$ cat src/rtl/phase_err_detector.sv
module phase_err_detector #(
  parameter int CNT_W = 8
) (
  input  logic             clk,
  input  logic             rst_n,
  input  logic             ref_in,
  input  logic             loc_in,
  output logic [CNT_W-1:0] phase_err,
  output logic             err_valid,
  output logic             flag_out,
  output logic             xor_out
);

  localparam int SYNC_D = 3;
  localparam logic [CNT_W-1:0] CNT_MAX = '1;

  logic [SYNC_D-1:0] ref_sh, loc_sh;
  logic              ref_rise, loc_rise;
  logic              flag_q;
  logic [CNT_W-1:0]  cnt_q;

  always_ff @(posedge clk or negedge rst_n) begin
    if (!rst_n) begin
      ref_sh <= '0;
      loc_sh <= '0;
    end else begin
      ref_sh <= {ref_sh[SYNC_D-2:0], ref_in};
      loc_sh <= {loc_sh[SYNC_D-2:0], loc_in};
    end
  end

  assign ref_rise = ref_sh[1] & ~ref_sh[2];
  assign loc_rise = loc_sh[1] & ~loc_sh[2];

  always_ff @(posedge clk or negedge rst_n) begin
    if (!rst_n)
      flag_q <= 1'b0;
    else
      case ({ref_rise, loc_rise})
        2'b11:   flag_q <= ~flag_q;
        2'b10:   flag_q <= 1'b1;
        2'b01:   flag_q <= 1'b0;
        default: flag_q <= flag_q;
      endcase
  end

  always_ff @(posedge clk or negedge rst_n) begin
    if (!rst_n) begin
      cnt_q     <= '0;
      phase_err <= '0;
      err_valid <= 1'b0;
    end else begin
      err_valid <= ref_rise;
      if (ref_rise) begin
        phase_err <= cnt_q;
        cnt_q     <= '0;
      end else if (flag_q && cnt_q != CNT_MAX) begin
        cnt_q <= cnt_q + 1'b1;
      end
    end
  end

  assign flag_out = flag_q;
  assign xor_out  = ref_sh[1] ^ loc_sh[1];

endmodule

$ cat config.mk
export PLATFORM = sky130hd
export DESIGN_NAME = phase_err_detector
export DESIGN_NICKNAME = d
export VERILOG_FILES = /design/src/rtl/phase_err_detector.sv
export SDC_FILE = /design/constraint.sdc
export NUM_CORES = 1
export LEC_CHECK = 0
export ABC_AREA = 1
export BUFFER_PORTS_ARGS = -buffer_cell sky130_fd_sc_hd__buf_2
export CORE_UTILIZATION = 45
export CTS_CLUSTER_DIAMETER = 150
export DETAILED_ROUTE_END_ITERATION = 6
export PLACE_DENSITY = 0.68
export SETUP_SLACK_MARGIN = 0.1
export SKIP_CTS_REPAIR_TIMING = 1
export SYNTH_ARGS = -nofsm -noshare
export SYNTH_HDL_FRONTEND = slang
export SYNTH_SLANG_ARGS = --single-unit
$ cat constraint.sdc
create_clock -name clk -period 4.2 [get_ports clk]
set_input_delay 0 -clock clk [delete_from_list [all_inputs] [get_ports clk]]
set_output_delay 0 -clock clk [all_outputs]
set_load 0.005 [all_outputs]
### Word-level counts from Yosys, hierarchy flattened

Index checks and enable logic that the tools add are counted.

* output and inout bits: 11
* RAM bits: 0
* register bits: 24
* memories: 0
* bits of input ports: 4
* bits in read-only memories: 0
* word-level logic and storage cells: 23
* bits in latches: 0

* muxes and demuxes: 3
* multiply operators: 0
* order comparisons: 0
* reduce and logical (&&, ||, !) cells: 3
* bitwise logic cells: 6
* shift-type cells: 0
* add/subtract/negate cells: 1
* div/mod/pow operators: 0
* eq/ne operators: 4

Operator list (count)
* 8-bit 2-to-1 mux: 2
* 8-bit by 1-bit adder with 8-bit output (second input constant): 1
* 8-bit != test (second input constant): 1
* 2-bit equality test (second input constant): 2
* 1-bit inverter: 3
* 1-bit case mux with 3 select lines: 1
* 3-bit nonzero test: 1
* 1-bit bitwise AND: 2
* 2-bit by 1-bit equality test with 1-bit output (second input constant): 1
* 2-bit nonzero test: 1
* 1-bit logical AND: 1
* 1-bit XOR: 1

### Longest topological paths before layout

* depth in word-level cells: 4
* gate-level depth with buffers: 8
* depth with buffers taken out: 8

### Least setup slack after synthesis

No wires, ideal clock.

* path type: register to register
* start: register ref_sh[1]
* end: register flag_q, in the netlist flag_out
* library setup time: 0.083 ns
* slack: 2.756 ns
* required time: 4.117 ns
* cell stages (with the launch flop): 9
* period minus slack after synthesis: 1.444 ns
* path buffers: 1
* data arrival time: 1.361 ns
* cells stage by stage: dfrtp_1 inv_1 nor2_4 inv_2 buf_4 ha_1 nor2_1 a21oi_1 o21ai_0

* word-level cells in the longest chain between the ends: 3
* elaborated cells on any way between the ends: 6
* those cells by class: eq/ne (3); mux (1); bitwise (1); reduce/logical (1)

RTL lines
* from (decl): line 17 `logic [SYNC_D-1:0] ref_sh, loc_sh;`
* from (signal assigned): line 27 `ref_sh <= {ref_sh[SYNC_D-2:0], ref_in};`
* 1-bit bitwise AND *: line 32 `assign ref_rise = ref_sh[1] & ~ref_sh[2];`
* net ref_rise: line 18 `logic ref_rise, loc_rise;`
* 2-bit by 1-bit equality test with 1-bit output or 2-bit equality test (tied branches): line 39 `case ({ref_rise, loc_rise})`
* 1-bit case mux with 3 select lines or 3-bit nonzero test (tied branches)
* to (signal assigned): line 40 `2'b11: flag_q <= ~flag_q;`
* to (signal assigned): line 43 `default: flag_q <= flag_q;`
* to (decl): line 19 `logic flag_q;`

Mark *: on every way through the listed nets, which the timed path passes. The rest lies on a longest branch.
A chain may end at the register's enable or synchronous reset.

### Worst setup path in the final report

Same ends and word-level chain as after synthesis.

==> out/results.txt <==
Chip Height - 50.4 um
Routability Congestion - 0.884
Clock H-tree levels - 1
Synth cell types - 18
Slew HR - 66.4%
largest net degree at the start of global routing - 27
unrepaired setup endpoints after global routing - no
DRT iter0 DRCs - 8
Clock Latency Late Sink - 0.31 ns
leakage power total - 0.000640 uW
Synth top area share - 56.9%
Layout area overhead - 16.6%
hpwl dp - 1.27 mm
DRC - 0
initial antenna violation count - 0
Post-Synthesis Cells - 119
clock sink count - 24
CP Launch Type - flop
Async SR Flop Fraction - 100%
Die Wd - 50.4 um
Worst EP required - 4.45 ns
Via density - 4.83
Setup violations, final - 0
r2r worst-path depth - 7
commonest non-fill, non-tap cell in the layout - nand2_1
final instance area - 1230 um^2
Ports - 15
NumNets Final - 146
synthesized net count - 126
Fin Setup TNS - 0 ns
syn avg cell area - 8.86 um^2
final hold violations - 0
antenna cells - 0
die area - 2540 um^2
critical path class - flop to flop
WL/cell - 10.9 um
first-pass detailed-route iteration total - 4
Top FF cell, synth - dfrtp_1
GRT Residual Overflow - 0
Synth Area in Adders - 3.56%
slowest library cell on the worst path - dfrtp_1
first-pass GRT wire length - 3.22 mm
CP arrival - 1.84 ns
worst min path class - input pin to async pin
core area - 2210 um^2
largest family of logic cells by synthesized area - simple AND/OR/NAND/NOR gates
Layout Skew - 0.00338 ns
CP Max Fanout - 26
Synth Warn # - 0
vias in the first global route - 755
#FFs+latches synth - 24
number of enable flip-flop cells after synthesis - 0
Slew @ Worst Pin - 0.504 ns
crit-path cells - inv_1, nor2_4, inv_2, ha_1, nor2_1, a21oi_1, o21ai_0
buffer and inverter count on the worst path - 2
power per cell area - 429 nW/um^2
endpoint class of the critical path - flop
CP max stage delay - 0.41 ns
antenna-violating nets left - 0
synth top area cells - dfrtp_1 57%, nand2_1 12%, nand3_1 7.1%
sequential share of the synthesized area - 56.9%
Initial Util - 47.7%
Worst R2R Start - ref_sh[1]$_DFF_PN0_
placed instance area - 1150 um^2
CTS buffer count - 3
leading area contributor after synthesis - dfrtp_1
Compound-Gate Fraction of Synth Area - 6.17%
num rows - 17
post-synthesis cell area - 1050 um^2
xor/xnor share of the synthesized area - 0.830%
status - finished, final reports clean
GRT Total Usage - 17.4%
layout cells sized above 1 - 18.1%
mux cell area share after synthesis - 0%
largest buffer count on any clock path - 2
fin util - 55.6%
post-layout min period - 1.60 ns
simple-gate portion of the synthesized area - 27.0%
final worst path period share - 38.0%
filler instances - 205
wirelength, routed - 1.81 mm
commonest cells after routing, fill and taps aside - 34 x nand2_1, 24 x dfrtp_1, 15 x nand3_1, 14 x buf_2, 10 x inv_1
vias after detailed routing - 801
fmax - 0.626 GHz
port bufs - 14
CTS tree - done
MaxCap Viol Count - 0
Final Slew Violations - 0
Worst IR Drop VDD - 313 uV
CP delay by family, top - flip-flops
clock root buffer - clkbuf_4
FF-to-FF End - flag_out$_DFFE_PN0P_
minimum setup slack among reg-to-reg paths - 2.60 ns
clock-pin slew on the worst setup and hold paths - 0.13 ns
-- cell usage after synthesis (2+ instances only) --
| master | number |
|---|---|
| a21oi_1 | 2 |
| dfrtp_1 | 24 |
| ha_1 | 3 |
| inv_1 | 10 |
| inv_2 | 2 |
| nand2_1 | 34 |
| nand2_2 | 2 |
| nand3_1 | 15 |
| nor2_1 | 9 |
| o21ai_0 | 5 |
| o21ai_1 | 6 |
-- cell families after synthesis --
group           Yosys count
simple gates             64
flops                    24
buf+inv                  14
compound gates           13
fa+ha+maj                 3
xor+xnor                  1
-- layout make-up --
type                    count  area [um^2]  share of cell area [%]
clock buffers               3         22.5                    1.83
clock inverters             1         30.0                    2.44
inverters                  12         45.0                    3.66
multi-input cells          81          397                    32.2
flip-flops and latches     24          601                    48.8
well taps                  28         35.0                    2.85
repair buffers             17          100                    8.14
-- per-stage QoR --
step	cells	total power [uW]	hold WS, ns	setup WS (ns)
after floorplan	119	334	-0.296	2.76
after global placement	159	363	-0.00915	2.71
after detailed placement	159	366	-0.00212	2.64
after CTS	163	533	-0.366	2.61
after global routing	166	561	0.203	2.42
final	166	528	0.166	2.60
-- registers in the layout (all words and copies together), names as in the netlist --
name	cells
err_valid	1
loc_sh	3
cnt_q	8
ref_sh	3
phase_err	8
flag_out	1
-- metal layers --
layer	up-vias	part of all wire, %	global-route usage [%]
met2	24	45	28.0
met3	4	3.5	4.24
met4	0	2.5	10.2
li1	415	-	-
met1	358	49	21.0
met5	-	0	0
-- worst max-delay path by stage --
stage,endpoint,cells past startpoint,slack [ns],from
finish,flag_out$_DFFE_PN0P_,7,2.60,ref_sh[1]$_DFF_PN0_
detailed placement,flag_out$_DFFE_PN0P_,7,2.64,ref_sh[1]$_DFF_PN0_
floorplan,flag_out$_DFFE_PN0P_,8,2.76,ref_sh[1]$_DFF_PN0_
global route,flag_out$_DFFE_PN0P_,7,2.42,ref_sh[1]$_DFF_PN0_
global placement,flag_out$_DFFE_PN0P_,7,2.71,ref_sh[1]$_DFF_PN0_
CTS,flag_out$_DFFE_PN0P_,7,2.61,ref_sh[1]$_DFF_PN0_
-- power by group --
group / switching, uW / leakage, uW / internal (uW)
Sequential: 23.8 / 0.000315 / 256
Combinational: 49.1 / 0.000297 / 33.8
Clock: 68.4 / 0.0000279 / 96.5
Total: 141 / 0.000640 / 387
No activity file was read; power rests on OpenSTA's default activity.
